`src/rtl/erase_walk_pkg.sv`:
```
package erase_walk_pkg;

  typedef enum logic [1:0] {
    CMPL_OK    = 2'd0,
    CMPL_INVAL = 2'd1,
    CMPL_IO    = 2'd2
  } cmpl_e;

  typedef enum logic {
    WALK_IDLE = 1'b0,
    WALK_BUSY = 1'b1
  } walk_st_e;

endpackage

```
`src/rtl/erase_region_lookup.sv`:
```
// Decides which erase region an address falls in and whether it sits on a
// block boundary of that region. Block sizes must be powers of two.
module erase_region_lookup #(
  parameter int unsigned W      = 25,
  parameter int unsigned R0_BLK = 16384,
  parameter int unsigned R0_CNT = 8,
  parameter int unsigned R1_BLK = 131072
) (
  input  logic [W-1:0] addr_i,
  output logic         region_o,
  output logic         aligned_o
);
  localparam logic [W-1:0] R1_OFF_V = W'(R0_BLK * R0_CNT);
  localparam logic [W-1:0] MASK0    = W'(R0_BLK - 1);
  localparam logic [W-1:0] MASK1    = W'(R1_BLK - 1);

  logic [W-1:0] mask;

  always_comb begin
    region_o  = (addr_i >= R1_OFF_V);
    mask      = region_o ? MASK1 : MASK0;
    aligned_o = ((addr_i & mask) == '0);
  end
endmodule

```
`src/rtl/erase_geom_check.sv`:
```
// Validates a request against the device size and the block alignment of
// the region holding each endpoint.
module erase_geom_check #(
  parameter int unsigned ADDR_W = 24,
  parameter int unsigned R0_BLK = 16384,
  parameter int unsigned R0_CNT = 8,
  parameter int unsigned R1_BLK = 131072,
  parameter int unsigned R1_CNT = 31
) (
  input  logic [ADDR_W-1:0] start_i,
  input  logic [ADDR_W-1:0] len_i,
  output logic              ok_o,
  output logic              zero_o,
  output logic              start_region_o
);
  localparam int unsigned SUM_W = ADDR_W + 1;
  localparam logic [SUM_W-1:0] TOTAL_V = SUM_W'(R0_BLK * R0_CNT + R1_BLK * R1_CNT);

  logic [SUM_W-1:0] point [2];
  logic [1:0]       region;
  logic [1:0]       aligned;
  logic             in_range;

  assign point[0] = {1'b0, start_i};
  assign point[1] = {1'b0, start_i} + {1'b0, len_i};

  for (genvar e = 0; e < 2; e++) begin : g_end
    erase_region_lookup #(
      .W(SUM_W), .R0_BLK(R0_BLK), .R0_CNT(R0_CNT), .R1_BLK(R1_BLK)
    ) u_lookup (
      .addr_i   (point[e]),
      .region_o (region[e]),
      .aligned_o(aligned[e])
    );
  end

  always_comb begin
    in_range       = (point[1] <= TOTAL_V);
    ok_o           = in_range && aligned[0] && aligned[1];
    zero_o         = (len_i == '0);
    start_region_o = region[0];
  end
endmodule

```
`src/rtl/erase_addr_walker.sv`:
```
// Holds the current block address, the bytes still to erase and the region
// in force; steps by the current region's block size.
module erase_addr_walker #(
  parameter int unsigned ADDR_W = 24,
  parameter int unsigned R0_BLK = 16384,
  parameter int unsigned R0_CNT = 8,
  parameter int unsigned R1_BLK = 131072
) (
  input  logic              clk,
  input  logic              rst_n,
  input  logic              busy_i,
  input  logic              load_en_i,
  input  logic [ADDR_W-1:0] load_addr_i,
  input  logic [ADDR_W-1:0] load_len_i,
  input  logic              load_region_i,
  input  logic              step_en_i,
  output logic [ADDR_W-1:0] addr_o,
  output logic              last_o
);
  localparam logic [ADDR_W-1:0] STEP0    = ADDR_W'(R0_BLK);
  localparam logic [ADDR_W-1:0] STEP1    = ADDR_W'(R1_BLK);
  localparam logic [ADDR_W-1:0] R1_OFF_V = ADDR_W'(R0_BLK * R0_CNT);

  logic [ADDR_W-1:0] addr_q, addr_d;
  logic [ADDR_W-1:0] rem_q, rem_d;
  logic              region_q, region_d;
  logic [ADDR_W-1:0] step;
  logic [ADDR_W-1:0] addr_inc;
  logic              upd_en;

  always_comb begin
    step     = region_q ? STEP1 : STEP0;
    addr_inc = addr_q + step;
    upd_en   = load_en_i | step_en_i;
    addr_d   = addr_q;
    rem_d    = rem_q;
    region_d = region_q;
    if (load_en_i) begin
      addr_d   = load_addr_i;
      rem_d    = load_len_i;
      region_d = load_region_i;
    end else if (step_en_i) begin
      addr_d   = addr_inc;
      rem_d    = rem_q - step;
      region_d = region_q | (addr_inc == R1_OFF_V);
    end
  end

  always_ff @(posedge clk or negedge rst_n) begin
    if (!rst_n) begin
      addr_q   <= '0;
      rem_q    <= '0;
      region_q <= 1'b0;
    end else if (upd_en) begin
      addr_q   <= addr_d;
      rem_q    <= rem_d;
      region_q <= region_d;
    end
  end

  assign addr_o = addr_q;
  assign last_o = (rem_q == step);

  // the tracked region always matches the address being erased
  p_region_track_r6: assert property (@(posedge clk) disable iff (!rst_n)
    busy_i |-> (region_q == (addr_q >= R1_OFF_V)));

  // every issued block address is aligned to its region's block size
  p_blk_aligned_r2: assert property (@(posedge clk) disable iff (!rst_n)
    busy_i |-> ((addr_q & (step - ADDR_W'(1))) == '0));
endmodule

```
`src/rtl/erase_range_walker.sv`:
```
module erase_range_walker
  import erase_walk_pkg::*;
#(
  parameter int unsigned ADDR_W = 24,
  parameter int unsigned R0_BLK = 16384,
  parameter int unsigned R0_CNT = 8,
  parameter int unsigned R1_BLK = 131072,
  parameter int unsigned R1_CNT = 31
) (
  input  logic              clk,
  input  logic              rst_n,
  input  logic              req_valid,
  input  logic [ADDR_W-1:0] req_start,
  input  logic [ADDR_W-1:0] req_len,
  output logic              req_ready,
  output logic              erase_req,
  output logic [ADDR_W-1:0] erase_addr,
  input  logic              erase_ack,
  input  logic              erase_fail,
  output logic              cmpl_valid,
  output logic [1:0]        cmpl_status
);
  walk_st_e st_q, st_d;
  logic     cmpl_q, cmpl_d;
  cmpl_e    stat_q, stat_d;
  logic     chk_ok, chk_zero, chk_region;
  logic     load_en, step_en, last_blk;
  logic     accept;

  erase_geom_check #(
    .ADDR_W(ADDR_W), .R0_BLK(R0_BLK), .R0_CNT(R0_CNT),
    .R1_BLK(R1_BLK), .R1_CNT(R1_CNT)
  ) u_check (
    .start_i       (req_start),
    .len_i         (req_len),
    .ok_o          (chk_ok),
    .zero_o        (chk_zero),
    .start_region_o(chk_region)
  );

  erase_addr_walker #(
    .ADDR_W(ADDR_W), .R0_BLK(R0_BLK), .R0_CNT(R0_CNT), .R1_BLK(R1_BLK)
  ) u_walk (
    .clk          (clk),
    .rst_n        (rst_n),
    .busy_i       (st_q == WALK_BUSY),
    .load_en_i    (load_en),
    .load_addr_i  (req_start),
    .load_len_i   (req_len),
    .load_region_i(chk_region),
    .step_en_i    (step_en),
    .addr_o       (erase_addr),
    .last_o       (last_blk)
  );

  always_comb begin
    accept  = (st_q == WALK_IDLE) && req_valid;
    st_d    = st_q;
    cmpl_d  = 1'b0;
    stat_d  = stat_q;
    load_en = 1'b0;
    step_en = 1'b0;
    unique case (st_q)
      WALK_IDLE: begin
        if (accept) begin
          if (!chk_ok) begin
            cmpl_d = 1'b1;
            stat_d = CMPL_INVAL;
          end else if (chk_zero) begin
            cmpl_d = 1'b1;
            stat_d = CMPL_OK;
          end else begin
            load_en = 1'b1;
            st_d    = WALK_BUSY;
          end
        end
      end
      WALK_BUSY: begin
        if (erase_ack) begin
          if (erase_fail) begin
            st_d   = WALK_IDLE;
            cmpl_d = 1'b1;
            stat_d = CMPL_IO;
          end else begin
            step_en = 1'b1;
            if (last_blk) begin
              st_d   = WALK_IDLE;
              cmpl_d = 1'b1;
              stat_d = CMPL_OK;
            end
          end
        end
      end
      default: st_d = WALK_IDLE;
    endcase
  end

  always_ff @(posedge clk or negedge rst_n) begin
    if (!rst_n) begin
      st_q   <= WALK_IDLE;
      cmpl_q <= 1'b0;
      stat_q <= CMPL_OK;
    end else begin
      st_q   <= st_d;
      cmpl_q <= cmpl_d;
      if (cmpl_d) stat_q <= stat_d;
    end
  end

  assign req_ready   = (st_q == WALK_IDLE);
  assign erase_req   = (st_q == WALK_BUSY);
  assign cmpl_valid  = cmpl_q;
  assign cmpl_status = stat_q;

  // one outstanding block, address held until acknowledged
  p_hold_addr_r5: assert property (@(posedge clk) disable iff (!rst_n)
    erase_req && !erase_ack |=> erase_req && $stable(erase_addr));

  // a failing block stops the walk and reports an I/O failure
  p_fail_stop_r7: assert property (@(posedge clk) disable iff (!rst_n)
    erase_req && erase_ack && erase_fail |=> !erase_req && cmpl_valid && (cmpl_status == 2'd2));

  // a rejected request never starts erasing
  p_inval_quiet_r1: assert property (@(posedge clk) disable iff (!rst_n)
    req_ready && req_valid && !chk_ok |=> !erase_req && cmpl_valid && (cmpl_status == 2'd1));

  // an empty valid request completes without an erase
  p_zero_done_r4: assert property (@(posedge clk) disable iff (!rst_n)
    req_ready && req_valid && chk_ok && chk_zero |=> !erase_req && cmpl_valid && (cmpl_status == 2'd0));

  // completion is a single-cycle pulse with a defined code
  p_cmpl_pulse_r10: assert property (@(posedge clk) disable iff (!rst_n)
    cmpl_valid |=> !cmpl_valid);

  p_cmpl_code_r10: assert property (@(posedge clk) disable iff (!rst_n)
    cmpl_valid |-> (cmpl_status != 2'd3));
endmodule

```
`config.mk`:
```
export PLATFORM = sky130hd
export DESIGN_NAME = erase_range_walker
export DESIGN_NICKNAME = d
export VERILOG_FILES = /design/src/rtl/erase_walk_pkg.sv /design/src/rtl/erase_region_lookup.sv /design/src/rtl/erase_geom_check.sv /design/src/rtl/erase_addr_walker.sv /design/src/rtl/erase_range_walker.sv
export SDC_FILE = /design/constraint.sdc
export NUM_CORES = 1
export LEC_CHECK = 0
export BUFFER_PORTS_ARGS = -buffer_cell sky130_fd_sc_hd__buf_2
export CAP_MARGIN = 20
export CELL_PAD_IN_SITES_DETAIL_PLACEMENT = 1
export CELL_PAD_IN_SITES_GLOBAL_PLACEMENT = 1
export CORE_MARGIN = 2
export CORE_UTILIZATION = 39
export DETAILED_ROUTE_END_ITERATION = 16
export GPL_TIMING_DRIVEN = 0
export PLACE_DENSITY_LB_ADDON = 0.15
export SYNTH_ARGS = -nofsm -noshare
export SYNTH_HDL_FRONTEND = slang
export SYNTH_SLANG_ARGS = --single-unit
```
`constraint.sdc`:
```
create_clock -name clk -period 2.2 [get_ports clk]
set_input_delay 0.44 -clock clk [delete_from_list [all_inputs] [get_ports clk]]
set_output_delay 0.44 -clock clk [all_outputs]
set_load 0.005 [all_outputs]
```
======== Word-level counts from Yosys, hierarchy flattened ========
Index checks and enable logic that the tools add are counted.
word-level totals
  word-level logic and storage cells ...... 66
  bits in registers ....................... 53
  output and inout bits ................... 29
  input port bits ......................... 53
cells by class
  order comparisons ....................... 3
  bitwise operators ....................... 5
  reduce and logical (&&, ||, !) cells .... 9
  mux-type cells .......................... 34
  equality and inequality tests ........... 6
  add/subtract/negate cells ............... 3
operators with widths
  operator                                                             number
  2-to-1 mux 24 bit                                                    4
  logical NOT 25 bit                                                   2
  2-to-1 mux 17 bit                                                    2
  adder 24 x 24 -> 25 bit                                              1
  bitwise AND 25 x 17 -> 25 bit                                        1
  greater-or-equal comparator 25 x 18 -> 1 bit, second input constant  1
  <= comparator 25 x 23 -> 1 bit, second input constant                1
  adder 24 bit                                                         1
  bitwise AND 24 x 17 -> 24 bit                                        1
  equality test 24 x 18 -> 1 bit, second input constant                1
  equality test 24 bit                                                 1
  greater-or-equal comparator 24 x 18 -> 1 bit, second input constant  1
  logical NOT 24 bit                                                   1
  subtractor 24 bit                                                    1
  2-to-1 mux 1 bit                                                     18
  2-to-1 mux 18 bit                                                    1
  2-to-1 mux 2 bit                                                     6
  != test 3 x 2 -> 1 bit, second input constant                        2
  AND reduction 5 bit                                                  1
  case mux 1 bit (2 select lines)                                      2
  case mux 2 bit (2 select lines)                                      1
  logical AND 1 bit                                                    3
  != test 2 x 1 -> 1 bit, second input constant                        1
  != test 2 bit, second input constant                                 1
  other kinds (4)                                                      5

======== Longest topological paths before layout ========
  word-level depth ........................ 11
  mapped depth ............................ 13
  gate-level depth less buffers ........... 12

======== By module ========
From an unflattened synthesis, not the netlist that was laid out.
second synthesis, totals
  cells, all modules ...................... 443
  area, all modules ....................... 4196.5 um^2
by module, submodules not included
  module               times used  cells an instance  area each (um^2)  sequential area each (um^2)
  erase_addr_walker    1           219                2488.6            1226.2
  erase_geom_check     1           185                1386.3            0.0
  erase_range_walker   1           19                 201.4             100.1
  erase_region_lookup  2           10                 60.1              0.0

======== Least setup slack after synthesis ========
OpenSTA, ideal clock, no wires.
  path kind ............................... input-to-reg
  start ................................... in req_start[0]
  end ..................................... reg u_walk.addr_q[14] (netlist: u_walk.addr_o[14])
  library setup time ...................... 125 ps
  stages .................................. 13
  arrival ................................. 3302 ps
  required time ........................... 2075 ps
  setup slack ............................. -1227 ps
  buffers on the path ..................... 1
  path through ............................ ha_1 -> fa_1 -> a211oi_1 -> o211ai_1 -> nand2_1 -> nand2_1 -> or3_1 -> a41oi_1 -> nand4_1 -> o211ai_1 -> nand4_4 -> buf_6 -> mux2_4
on the way
  word-level cells in the longest chain between the ends .. 11
  elaborated cells between the ends (all ways) .. 19
  classes of those cells .................. add/sub (1); order compare (3); mux (6); bitwise (3); reduce/logical (6)
RTL lines
  item                                                                                            line                                                  source
  from (decl)                                                                                     erase_range_walker.sv:13                              input logic [ADDR_W-1:0] req_start,
  adder 24 x 24 -> 25 bit / greater-or-equal comparator 24 x 18 -> 1 bit (equally long branches)  erase_geom_check.sv:25, erase_region_lookup.sv:20
  greater-or-equal comparator 25 x 18 -> 1 bit / 2-to-1 mux 17 bit (equally long branches)        erase_region_lookup.sv:20, erase_region_lookup.sv:21
  2-to-1 mux 17 bit / bitwise AND 24 x 17 -> 24 bit (equally long branches)                       erase_region_lookup.sv:21, erase_region_lookup.sv:22
  bitwise AND 25 x 17 -> 25 bit / logical NOT 25 bit (equally long branches)                      erase_region_lookup.sv:22                             aligned_o = ((addr_i & mask) == '0);
  logical NOT 25 bit / logical AND 1 bit (equally long branches)                                  erase_region_lookup.sv:22, erase_geom_check.sv:39
  logical AND 1 bit *                                                                             erase_geom_check.sv:39                                ok_o = in_range && aligned[0] && aligned[1];
  2-to-1 mux 1 bit *                                                                              erase_range_walker.sv:66                              if (!chk_ok) begin
  2-to-1 mux 1 bit *                                                                              erase_range_walker.sv:65                              if (accept) begin
  2-to-1 mux 1 bit *                                                                              erase_range_walker.sv:63                              unique case (st_q)
  nonzero test 2 bit (no source line) / OR 1 bit (equally long branches)                          -
  AND reduction 2 bit (no source line)                                                            -
  to (signal assigned)                                                                            erase_addr_walker.sv:55                               addr_q <= addr_d;
  to (decl)                                                                                       erase_addr_walker.sv:24                               logic [ADDR_W-1:0] addr_q, addr_d;
Every way passes the cells marked *; elsewhere a longest branch is shown, timed or not.
A chain may end at the register's enable or synchronous reset.

======== Worst setup path after layout ========
  start ................................... in req_start[9]
  end ..................................... reg u_walk.rem_q[10]
on the way
  word-level cells in the longest chain between the ends .. 11
  elaborated cells between the ends (all ways) .. 19
  classes of those cells .................. add/sub (1); order compare (3); mux (6); bitwise (3); reduce/logical (6)
RTL lines
  item                                                                                            line                                                  source
  adder 24 x 24 -> 25 bit / greater-or-equal comparator 24 x 18 -> 1 bit (equally long branches)  erase_geom_check.sv:25, erase_region_lookup.sv:20
  greater-or-equal comparator 25 x 18 -> 1 bit / 2-to-1 mux 17 bit (equally long branches)        erase_region_lookup.sv:20, erase_region_lookup.sv:21
  2-to-1 mux 17 bit / bitwise AND 24 x 17 -> 24 bit (equally long branches)                       erase_region_lookup.sv:21, erase_region_lookup.sv:22
  bitwise AND 25 x 17 -> 25 bit / logical NOT 25 bit (equally long branches)                      erase_region_lookup.sv:22
  logical NOT 25 bit / logical AND 1 bit (equally long branches)                                  erase_region_lookup.sv:22, erase_geom_check.sv:39
  logical AND 1 bit *                                                                             erase_geom_check.sv:39
  2-to-1 mux 1 bit *                                                                              erase_range_walker.sv:66
  2-to-1 mux 1 bit *                                                                              erase_range_walker.sv:65
  2-to-1 mux 1 bit *                                                                              erase_range_walker.sv:63
  nonzero test 2 bit (no source line) / OR 1 bit (equally long branches)                          -
  AND reduction 2 bit (no source line)                                                            -
  to (signal assigned)                                                                            erase_addr_walker.sv:56                               rem_q <= rem_d;
  to (decl)                                                                                       erase_addr_walker.sv:25                               logic [ADDR_W-1:0] rem_q, rem_d;
Marked as above.

==> metrics <==
die width=106.9 um; violated checks=setup timing; Vias/cell=5.549; number of distinct library cells after synthesis=55; Yosys reg bits=53; Max Slew Vio Count=0; routed vias=roughly 3.7k; Fin Clk Skew=0.01114 ns; leakage=2.551 nW; die footprint=11430 um2; drc violations=0; Starting Density=approximately two fifths; Final setup viols=53; Cell Area, Synth=4131 um2; largest net degree at the start of global routing=29; EDFF count, synth=0; Post-DP HPWL=roughly 10000 um; area post-placement=4768 um2; worst vdd ir=0.2551 mV; P_int=1.456 mW; TritonCTS Buffers=5; Core Util, Final=49.72%; Synth Instances=429; TritonCTS Sinks=53; worst endpoint data arrival time=between 3 and 4 ns; IO Count=82; Tightest Pin Transition=0.9109 ns; TritonRoute pass-1 iters=4; antenna violations before repair=0; largest area contributor in the netlist=dfrtp_1; ys async rst share=100.0%; Primary FF master, synth=dfrtp_1; Final Power=2.153 mW; Clk pin slew, worst setup/hold paths=about 0.10 ns; WP data required=2.39 ns; top cells by count, synth=53 x dfrtp_1, 46 x nand2_1, 34 x mux2_4; clk root buf=clkbuf_8; Synth Warn #=0; # fillers=1225; Setup CP Type=primary input to flip-flop; register area share after synthesis=32.10%; P&R area growth vs syn=24.23%; path depth of the worst reg2reg path=7; outcome=complete, but fails checks; Fmax achieved=0.3001 GHz; fin cells=around 670; Rows=37; Period Utilization, post-route=151.5%; sw frac=approximately a third; min setup slack post-route=-1.133 ns; routability congestion estimate=around 0.9; Hold Path Class=primary input to asynchronous set/reset pin; critical path fanouts, max=10; first-pass GRT wire length=21060 um; Post-CTS Hold Buffers=0; Mapped Avg Cell Area=9.630 um2; worst r2r dst=u_walk.rem_q[23]; share of Yosys cell area claimed by the top area cell type=32.10%; Die H=about 110 um; setup TNS=-56.56 ns; NetSw=0.6967 mW; setup slack, reg-to-reg=-0.43 ns; Area contributors post-synth=dfrtp_1 32%, mux2_4 12%, ha_1 9.1%, nand2_1 4.2%, xor2_1 3.6%; final wirelength=12640 um; 1st-iter DRT viols=154; drt wl/cell=18.89 um; Placed Cells=647; clk_lat worst skew=0.31 ns; Worst slew margin=37.70%; critical path endpoint category=flip-flop; syn_nets=513; Sequential Power Share=45.3%; nature of the critical path startpoint=primary input; CTS tree=yes; Final nets=616; dpl ws=-1.759 ns; H-tree Lvls=2; Placeable Area=10320 um2; Fin Hold WS=0.1280 ns; most frequent cell after synthesis=dfrtp_1; clock power share=between 20% and 30%; Comb power frac=28.9%; Pwr Density=419.5 nW/um2; final instance area=5132 um2; GR Util All Layers=23.27%; RSZ-0062 raised after global routing=true; Final Hold Viols=0; Buffers on Ports=between 80 and 90; clock buffer depth=2; Final ANT Viol Nets=0; Final Critical Period=3.333 ns; max-cap viol count=0; vias in the first global route=3978; layout cells sized above 1=32.46%; diode count=0; grt ovf=0; RR Startpoint=erase_req
-- power groups by stage --
stage	clock, mW	sequential (mW)	combinational (mW)
after floorplan	0	0.994	0.340
after global placement	0	0.994	0.533
after detailed placement	0	0.994	0.548
after CTS	0.571	0.975	0.606
after global routing	0.605	0.975	0.686
final	0.556	0.974	0.622
-- timing repair --
| action | in CTS | in global routing |
|---|---|---|
| cloned | 1 | 0 |
| gates resized for setup | 24 | 13 |
| pin swaps | 19 | 2 |
| setup buffers | 11 | 2 |
| endpoints found under the setup margin | 53 | 53 |
| hold endpoints to repair | 0 | 0 |
-- cells in the final DEF (no fill, tap or decap), drive strengths merged, types with 17 or more instances in the layout --
master / count
a21oi: 28
and2: 18
buf: 102
dfrtp: 53
ha: 30
mux2: 36
nand2: 46
nor2: 23
nor4: 23
xor2: 17
-- registers in the layout (all words and copies together), names as in the netlist --
name and cells:
cmpl_status 2, cmpl_valid 1, erase_req 1, u_walk.addr_o 24
u_walk.region_q 1, u_walk.rem_q 24
-- metal layers --
metal  vias to the layer above  part of all wire (%)  track usage [%]
met2                        72                    48            40.26
met3                        13                   3.7            1.702
met4                         0                   1.5            5.566
met1                      1828                    46            31.71
li1                       1799                     -                -
met5                         -                     0                0
-- cell type report --
type / count / area, um2 / area share, %
buffer: 10 / 106.4 / 2.072
tap: 136 / 170.2 / 3.315
multi-input combinational: 355 / 2814 / 54.83
timing repair buffer: 96 / 586.8 / 11.43
clock buffer: 6 / 72.57 / 1.414
sequential: 53 / 1326 / 25.84
inverter: 11 / 41.29 / 0.8045
clock inverter: 2 / 15.01 / 0.2925
-- worst max-delay path by stage --
stage | endpoint | slack [ns] | cells after the start | start
global route | u_walk.rem_q[10] | -1.29 | 16 | req_start[0]
floorplan | u_walk.addr_o[14] | -1.07 | 13 | req_start[0]
finish | u_walk.rem_q[10] | -1.13 | 15 | req_start[9]
CTS | u_walk.rem_q[10] | -1.03 | 16 | req_len[0]
global placement | u_walk.rem_q[9] | -1.70 | 12 | req_start[20]
detailed placement | u_walk.addr_o[21] | -1.76 | 12 | req_start[20]
-- logic make-up after synthesis --
logic type	synth area share, %
simple gates	20.20
flops	32.10
compound gates	15.54
fa+ha+maj	9.570
xor+xnor	6.784
mux	13.14
buf+inv	2.665
-- critical path, stage by stage --
cell and delay (ns):
buf_2 0.11, ha_1 0.38, a21o_1 0.21, a21o_1 0.19, a21oi_1 0.24, a21boi_1 0.17
o2111ai_1 0.29, a21boi_0 0.16, or3_1 0.33, o211ai_1 0.11, buf_4 0.16, nand4_4 0.09
buf_12 0.16, buf_12 0.15, mux2_4 0.30
No activity file was read; power rests on OpenSTA's default activity.
